**config.mk**
```make
export PLATFORM = sky130hd
export DESIGN_NAME = clksyn_regfile
export DESIGN_NICKNAME = d
export VERILOG_FILES = /design/src/rtl/clksyn_pkg.sv /design/src/rtl/clksyn_idx_seq.sv /design/src/rtl/clksyn_pair_store.sv /design/src/rtl/clksyn_id_seq.sv /design/src/rtl/clksyn_regfile.sv
export SDC_FILE = /design/constraint.sdc
export NUM_CORES = 1
export LEC_CHECK = 0
export BUFFER_PORTS_ARGS = -buffer_cell sky130_fd_sc_hd__buf_2
export CAP_MARGIN = 25
export CORE_ASPECT_RATIO = 0.5
export CORE_MARGIN = 2
export CORE_UTILIZATION = 65
export DETAILED_ROUTE_END_ITERATION = 10
export PLACE_DENSITY = 0.82
export RECOVER_POWER = 100
export SYNTH_ARGS = -nofsm -noshare
export SYNTH_HDL_FRONTEND = slang
export SYNTH_SLANG_ARGS = --single-unit
```
**constraint.sdc**
```tcl
create_clock -name clk -period 6.25 [get_ports clk]
set_input_delay 0.3125 -clock clk [delete_from_list [all_inputs] [get_ports clk]]
set_output_delay 0.3125 -clock clk [all_outputs]
set_load 0.02 [all_outputs]
```
**src/rtl/clksyn_pkg.sv**
```systemverilog
package clksyn_pkg;
  typedef enum logic [1:0] {
    PORT_MASK = 2'd0,
    PORT_RIDX = 2'd1,
    PORT_WIDX = 2'd2,
    PORT_DATA = 2'd3
  } port_e;

  // Fixed synthesizer entries (read-only)
  localparam logic [7:0] FIX0_M = 8'h28;
  localparam logic [7:0] FIX0_N = 8'h61;
  localparam logic [7:0] FIX1_M = 8'h3D;
  localparam logic [7:0] FIX1_N = 8'h62;
  localparam int         FIX_CNT = 2;
  localparam int         PIX_IDX = 2;
endpackage

```
**src/rtl/clksyn_idx_seq.sv**
```systemverilog
module clksyn_idx_seq #(
  parameter int IDX_W    = 4,
  parameter int CTRL_IDX = 14
) (
  input  logic             clk,
  input  logic             rst,
  input  logic             load,
  input  logic [IDX_W-1:0] load_val,
  input  logic             clr_half,
  input  logic             step,
  output logic [IDX_W-1:0] idx,
  output logic             half
);
  localparam logic [IDX_W-1:0] CTRL_I = IDX_W'(CTRL_IDX);

  always_ff @(posedge clk) begin
    if (rst) begin
      idx  <= '0;
      half <= 1'b0;
    end else if (load) begin
      idx  <= load_val;
      half <= 1'b0;
    end else if (clr_half) begin
      half <= 1'b0;
    end else if (step) begin
      if (idx == CTRL_I || half) begin
        idx  <= idx + 1'b1;
        half <= 1'b0;
      end else begin
        half <= 1'b1;
      end
    end
  end

  p_pair_adv_r3: assert property (@(posedge clk) disable iff (rst)
    (step && !load && !clr_half && half && idx != CTRL_I)
      |=> (idx == $past(idx) + 1'b1) && !half);

  p_m_first_r3: assert property (@(posedge clk) disable iff (rst)
    (step && !load && !clr_half && !half && idx != CTRL_I)
      |=> $stable(idx) && half);

  p_ctrl_single_r5: assert property (@(posedge clk) disable iff (rst)
    (step && !load && !clr_half && idx == CTRL_I)
      |=> (idx == $past(idx) + 1'b1) && !half);

  p_toggle_clr_r4: assert property (@(posedge clk) disable iff (rst)
    (load || clr_half) |=> !half);
endmodule

```
**src/rtl/clksyn_pair_store.sv**
```systemverilog
module clksyn_pair_store
  import clksyn_pkg::*;
#(
  parameter int         IDX_W    = 4,
  parameter int         CTRL_IDX = 14,
  parameter int         MCLK_IDX = 10,
  parameter logic [7:0] PIX_M_RST  = 8'h21,
  parameter logic [7:0] PIX_N_RST  = 8'h42,
  parameter logic [7:0] MCLK_M_RST = 8'h3B,
  parameter logic [7:0] MCLK_N_RST = 8'h41,
  parameter logic [7:0] CTRL_RST   = 8'h20
) (
  input  logic             clk,
  input  logic             rst,
  input  logic             we,
  input  logic [IDX_W-1:0] widx,
  input  logic             whalf,
  input  logic [7:0]       wdata,
  input  logic [IDX_W-1:0] ridx,
  input  logic             rhalf,
  output logic [7:0]       rbyte
);
  localparam int NUM_ENT = 1 << IDX_W;
  localparam logic [IDX_W-1:0] CTRL_I = IDX_W'(CTRL_IDX);
  localparam logic [IDX_W-1:0] FIX_LIM = IDX_W'(FIX_CNT);

  logic [6:0] m_mem [NUM_ENT];
  logic [6:0] n_mem [NUM_ENT];
  logic [7:0] ctrl_q;

  always_ff @(posedge clk) begin
    if (rst) begin
      for (int i = 0; i < NUM_ENT; i++) begin
        if (i == PIX_IDX) begin
          m_mem[i] <= PIX_M_RST[6:0];
          n_mem[i] <= PIX_N_RST[6:0];
        end else if (i == MCLK_IDX) begin
          m_mem[i] <= MCLK_M_RST[6:0];
          n_mem[i] <= MCLK_N_RST[6:0];
        end else begin
          m_mem[i] <= '0;
          n_mem[i] <= '0;
        end
      end
      ctrl_q <= CTRL_RST;
    end else if (we) begin
      if (widx == CTRL_I) begin
        ctrl_q <= wdata;
      end else if (widx >= FIX_LIM) begin
        if (whalf) n_mem[widx] <= wdata[6:0];
        else       m_mem[widx] <= wdata[6:0];
      end
    end
  end

  always_comb begin
    if (ridx == CTRL_I)
      rbyte = ctrl_q;
    else if (ridx == IDX_W'(0))
      rbyte = rhalf ? FIX0_N : FIX0_M;
    else if (ridx == IDX_W'(1))
      rbyte = rhalf ? FIX1_N : FIX1_M;
    else
      rbyte = {1'b0, rhalf ? n_mem[ridx] : m_mem[ridx]};
  end

  p_ctrl_keep_r5: assert property (@(posedge clk) disable iff (rst)
    (!we || widx != CTRL_I) |=> $stable(ctrl_q));
endmodule

```
**src/rtl/clksyn_id_seq.sv**
```systemverilog
module clksyn_id_seq #(
  parameter int ID_POS = 4
) (
  input  logic clk,
  input  logic rst,
  input  logic arm,
  input  logic track,
  input  logic other,
  output logic fire
);
  localparam int CW = $clog2(ID_POS + 1);
  localparam logic [CW-1:0] LAST = CW'(ID_POS);

  logic [CW-1:0] cnt;

  always_ff @(posedge clk) begin
    if (rst) begin
      cnt <= '0;
    end else if (arm) begin
      cnt <= CW'(1);
    end else if (other) begin
      cnt <= '0;
    end else if (track && cnt != '0) begin
      cnt <= (cnt == LAST) ? '0 : cnt + 1'b1;
    end
  end

  assign fire = (cnt == LAST);

  p_fire_once_r9: assert property (@(posedge clk) disable iff (rst)
    (fire && track && !arm) |=> !fire);

  p_cancel_r9: assert property (@(posedge clk) disable iff (rst)
    (other && !arm) |=> !fire);
endmodule

```
**src/rtl/clksyn_regfile.sv**
```systemverilog
module clksyn_regfile
  import clksyn_pkg::*;
#(
  parameter int         IDX_W    = 4,
  parameter int         CTRL_IDX = 14,
  parameter int         MCLK_IDX = 10,
  parameter int         ID_POS   = 4,
  parameter logic [7:0] CHIP_ID  = 8'h71,
  parameter logic [7:0] CMD_RST  = 8'h00,
  parameter logic [7:0] MASK_RST = 8'hFF
) (
  input  logic       clk,
  input  logic       rst,
  input  logic       rs_pll,
  input  logic [1:0] bus_sel,
  input  logic       rd_en,
  input  logic       wr_en,
  input  logic [7:0] wdata,
  output logic [7:0] rdata,
  output logic       rd_valid
);
  localparam logic [IDX_W-1:0] CTRL_I = IDX_W'(CTRL_IDX);

  port_e port;
  assign port = port_e'(bus_sel);

  logic ridx_wr, widx_wr, pll_rd, pll_wr;
  logic id_arm, id_track, id_other, id_fire;
  logic [IDX_W-1:0] r_idx, w_idx;
  logic r_half, w_half;
  logic [7:0] store_byte, mask_q, cmd_q, rd_next;

  assign ridx_wr = wr_en && port == PORT_RIDX;
  assign widx_wr = wr_en && port == PORT_WIDX;
  assign pll_rd  = rd_en && port == PORT_DATA && rs_pll;
  assign pll_wr  = wr_en && port == PORT_DATA && rs_pll;

  clksyn_idx_seq #(.IDX_W(IDX_W), .CTRL_IDX(CTRL_IDX)) u_rd_idx (
    .clk(clk), .rst(rst), .load(ridx_wr), .load_val(wdata[IDX_W-1:0]),
    .clr_half(widx_wr), .step(pll_rd), .idx(r_idx), .half(r_half)
  );

  clksyn_idx_seq #(.IDX_W(IDX_W), .CTRL_IDX(CTRL_IDX)) u_wr_idx (
    .clk(clk), .rst(rst), .load(widx_wr), .load_val(wdata[IDX_W-1:0]),
    .clr_half(ridx_wr), .step(pll_wr), .idx(w_idx), .half(w_half)
  );

  clksyn_pair_store #(.IDX_W(IDX_W), .CTRL_IDX(CTRL_IDX), .MCLK_IDX(MCLK_IDX)) u_store (
    .clk(clk), .rst(rst), .we(pll_wr), .widx(w_idx), .whalf(w_half),
    .wdata(wdata), .ridx(r_idx), .rhalf(r_half), .rbyte(store_byte)
  );

  assign id_arm   = rd_en && port == PORT_WIDX;
  assign id_track = rd_en && port == PORT_MASK;
  assign id_other = (rd_en || wr_en) && !id_arm && !id_track;

  clksyn_id_seq #(.ID_POS(ID_POS)) u_id (
    .clk(clk), .rst(rst), .arm(id_arm), .track(id_track),
    .other(id_other), .fire(id_fire)
  );

  always_ff @(posedge clk) begin
    if (rst) begin
      mask_q <= MASK_RST;
      cmd_q  <= CMD_RST;
    end else if (wr_en && port == PORT_MASK) begin
      if (rs_pll) cmd_q  <= wdata;
      else        mask_q <= wdata;
    end
  end

  always_comb begin
    unique case (port)
      PORT_MASK: rd_next = id_fire ? CHIP_ID : (rs_pll ? cmd_q : mask_q);
      PORT_RIDX: rd_next = {{(8-IDX_W){1'b0}}, r_idx};
      PORT_WIDX: rd_next = {{(8-IDX_W){1'b0}}, w_idx};
      default:   rd_next = rs_pll ? store_byte : 8'h00;
    endcase
  end

  always_ff @(posedge clk) begin
    if (rst) begin
      rdata    <= '0;
      rd_valid <= 1'b0;
    end else begin
      rd_valid <= rd_en;
      if (rd_en) rdata <= rd_next;
    end
  end

  p_excl_r11: assert property (@(posedge clk) disable iff (rst)
    !(rd_en && wr_en));

  p_valid_r11: assert property (@(posedge clk) disable iff (rst)
    rd_en |=> rd_valid);

  p_hold_r11: assert property (@(posedge clk) disable iff (rst)
    !rd_en |=> $stable(rdata) && !rd_valid);

  p_bit7_r6: assert property (@(posedge clk) disable iff (rst)
    (rd_en && port == PORT_DATA && rs_pll && r_idx != CTRL_I) |=> !rdata[7]);

  p_id_r9: assert property (@(posedge clk) disable iff (rst)
    (id_track && id_fire) |=> rdata == CHIP_ID);

  p_pal_data_r8: assert property (@(posedge clk) disable iff (rst)
    (rd_en && port == PORT_DATA && !rs_pll) |=> rdata == 8'h00);
endmodule

```
==> flow_summary.yaml <==
critical_path:
  crit_slowest_cell: "dfxtp_1"
  crit_chain: "mux4_1, mux4_2, and2_0, o31a_1"
  required_ps: 6650
  reg2reg_depth: 4
  r2r_slack_ps: 2120
  worstReg2RegEnd: "rdata[3]"
  crit_path_end_kind: "register"
  critical-path-max-stage-delay_ps: 2140
  start_kind: "register"
  crit_type: "reg2reg"
  cp_max_fo: 40
  arrival_ps: 4530
global_routing:
  met1_usage_pct: 43.1
  grtUsageMet3_pct: 4.81
  antenna_found_initial: 1
  track_usage_pct: 28.9
  grt_pass1_wl_um: 45900
  grt_max_degree: 78
  use_met2_pct: 45.5
  overflow: 0
  grt_pass1_vias: 7885
  busiest_layer: "met2"
synth:
  synth-seq-cells: 274
  synthCells: 977
  synth.cell_area_sq_mm: 0.0129
  seq_area_frac_synth_pct: 59.8
  synth_area_per_cell_sq_um: 13.2
  ys_types: 60
  synthArstFlopShare_pct: 0
  synthFlopType: "edfxtp_1"
  yosys_warnings: 0
  synth-edff-count: 224
timing:
  rsz0062_at_grt: "false"
  hold_viol: 0
  fmax_ghz: 0.242
  min_period_ps: 4130
  slew_headroom_pct: -79.7
  setup_tns_ps: 0
  period_share_pct: 66.0
  fin_worst_skew_ps: 10.9
  setup_viol: 0
  tightestPinTransition_ps: 2700
  final_max_slew_viol_count: 41
  timing.final.ws_setup_ps: 2120
layout:
  final_common_cell: "edfxtp_1"
  utilization_pct: 71.3
  nets: 989
  final_cell_mix: "edfxtp_1 (224), and3_1 (103), and2_0 (68)"
  drive_gt1_share_pct: 12.5
  nFillCells: 1288
  syn2layout_area_growth_pct: 7.54
status:
  violations: "max-capacitance violations, max-slew violations"
  status: "finished, violations left"
clocking:
  clk_path_buf_depth: 3
  clock_latency_ps: 510
  htree_levels: 1
  cts_resized: 0
  path_clk_slew_ps: 70
  cts_tree: "done"
  clock-root-buffer: "clkbuf_16"
  cts_hold_buf: 0
  cts_buffers: 24
  cts_setup_buffers: 0
  clock-sinks: 274
power:
  worst_ir_drop_vdd_uv: 170
  switching_share_pct: 22.5
  powerDensity_mw_per_mm2: 277
  pwr-share-clk_pct: 38.9
  leakage_uw: 0.00516
  combPwrFrac_pct: 7.4
  seqPwrFrac_pct: 53.7
  internal_power_uw: 2980
  p_switching_uw: 865
route:
  firstDrtPassIters: 5
  post-route-drc-count: 0
  wire_per_inst_um: 24.0
  viasPerCell: 6.50
  vias: 8115
  wirelength_um: 30000
  drt_iter0_markers: 1056
  antenna_left: 0
hold_path:
  min_to: "mask_q[7]"
  min_from: "wdata[7]"
  hold_depth: 2
  hp-class: "in2reg"
floorplan:
  dieWidth_um: 203
  die_h_um: 104
  io-pin-count: 24
  row_count: 36
  fp.coreArea_sq_mm: 0.0195
  dieArea_sq_mm: 0.0211
  start_util_pct: 66.3
placement:
  place_hpwl_um: 18600
  port_buffers: 23
  routabilityCongestion: 0.959
  dp_worst_setup_slack_ps: 3450
run:
  maxCapViolCount: 1
registers in the layout, summed over array words and instances, names as in the netlist, named ones only:
register and cells:
rd_valid 1, cmd_q 8, u_wr_idx.half 1, mask_q 8
u_rd_idx.half 1, u_wr_idx.idx 4, u_id.cnt 3, u_store.m_mem 112
u_store.ctrl_q 8, u_store.n_mem 112, u_rd_idx.idx 4, rdata 8
critical path, delay by kind of cell, from the launching register on:
family	cells	cell delay, ps
AND/OR/NAND/NOR	1	200
multiplexers	2	1330
AO/OA/AOI/OAI	1	300
flip-flops	1	2140
per-stage QoR:
| stage | area, sq um | hold slack (ps) | power (uW) | std cells |
|---|---|---|---|---|
| after floorplan | 13000 | 430 | 2290 | 990 |
| after global placement | 13100 | 442 | 2370 | 1202 |
| after detailed placement | 13200 | 453 | 2380 | 1203 |
| after CTS | 13900 | 42.6 | 3850 | 1247 |
| after global routing | 13900 | 49.0 | 3940 | 1248 |
| final | 13900 | 48.2 | 3850 | 1249 |
logic make-up (layout without fill, tap and decap cells):
family                   Yosys count  count (layout)  synth area share [%]
AO/OA/AOI/OAI                    107             107                  5.80
XOR/XNOR                           6               6                 0.406
adder cells (fa/ha/maj)           10              10                 0.967
buffers and inverters             94              86                  3.12
flip-flops                       274             274                  59.8
multiplexers                      87              87                  12.5
other                              1              15                0.0290
AND/OR/NAND/NOR                  398             398                  17.4
power by group through the flow:
| stage | sequential (uW) | clock, uW | combinational (uW) |
|---|---|---|---|
| after floorplan | 2090 | 0 | 204 |
| after global placement | 2100 | 0 | 274 |
| after detailed placement | 2100 | 0 | 280 |
| after CTS | 2060 | 1500 | 282 |
| after global routing | 2070 | 1570 | 301 |
| final | 2070 | 1500 | 284 |
final cells by class:
cell class                 count  area (sq um)  share of cell area [%]
clock buffer                  37           733                    5.27
tap                          266           333                    2.39
antenna                        1          2.50                  0.0180
clock inverter                 7          62.6                   0.450
inverter                       6          22.5                   0.162
timing repair buffer          36           180                    1.30
sequential                   274          7730                    55.6
multi-input combinational    622          4840                    34.8
cell usage after synthesis (4+ instances only):
| cell type | n | area (sq um) |
|---|---|---|
| a31oi_1 | 7 | 43.8 |
| a211oi_1 | 11 | 82.6 |
| nor2b_1 | 21 | 131 |
| mux4_2 | 52 | 1170 |
| nand2b_1 | 5 | 31.3 |
| dfxtp_1 | 50 | 1000 |
| nand3b_1 | 4 | 30.0 |
| nor3_1 | 10 | 50.1 |
| nand3_1 | 19 | 95.1 |
| buf_2 | 10 | 50.1 |
| xor2_1 | 4 | 35.0 |
| a22oi_1 | 9 | 67.6 |
| a21o_1 | 14 | 105 |
| a211o_1 | 10 | 87.6 |
| ha_1 | 10 | 125 |
| mux4_1 | 6 | 158 |
| o211ai_1 | 4 | 30.0 |
| or2_2 | 22 | 138 |
| buf_4 | 6 | 45.0 |
| mux2i_1 | 26 | 260 |
| nand2_1 | 34 | 128 |
| inv_1 | 6 | 22.5 |
| a21oi_1 | 18 | 90.1 |
| nor2_1 | 58 | 218 |
| and3_1 | 103 | 644 |
| edfxtp_1 | 224 | 6730 |
| clkbuf_1 | 68 | 255 |
| o21ai_0 | 13 | 65.1 |
| and2_1 | 103 | 644 |
| or3_1 | 5 | 31.3 |
metal layers:
layer,vias to the layer above,routed length [um]
met5,-,0
met2,377,14100
met3,49,2840
met1,4083,12400
met4,0,578
li1,3606,-
how the worst max path moves through the flow:
stage | from | end | slack, ps | cells past startpoint
6_report | register | rdata[3] | 2120 | 4
5_1_grt | register | rdata[6] | 1840 | 6
4_1_cts | u_wr_idx.idx[1] | u_store.n_mem[9][1] | 3430 | 5
3_5_place_dp | u_wr_idx.idx[1] | u_store.n_mem[9][3] | 3450 | 5
3_3_place_gp | rs_pll | u_store.m_mem[10][2] | 3140 | 6
2_1_floorplan | rs_pll | u_store.m_mem[11][0] | 4100 | 6
Power figures use the tool's default switching activity.
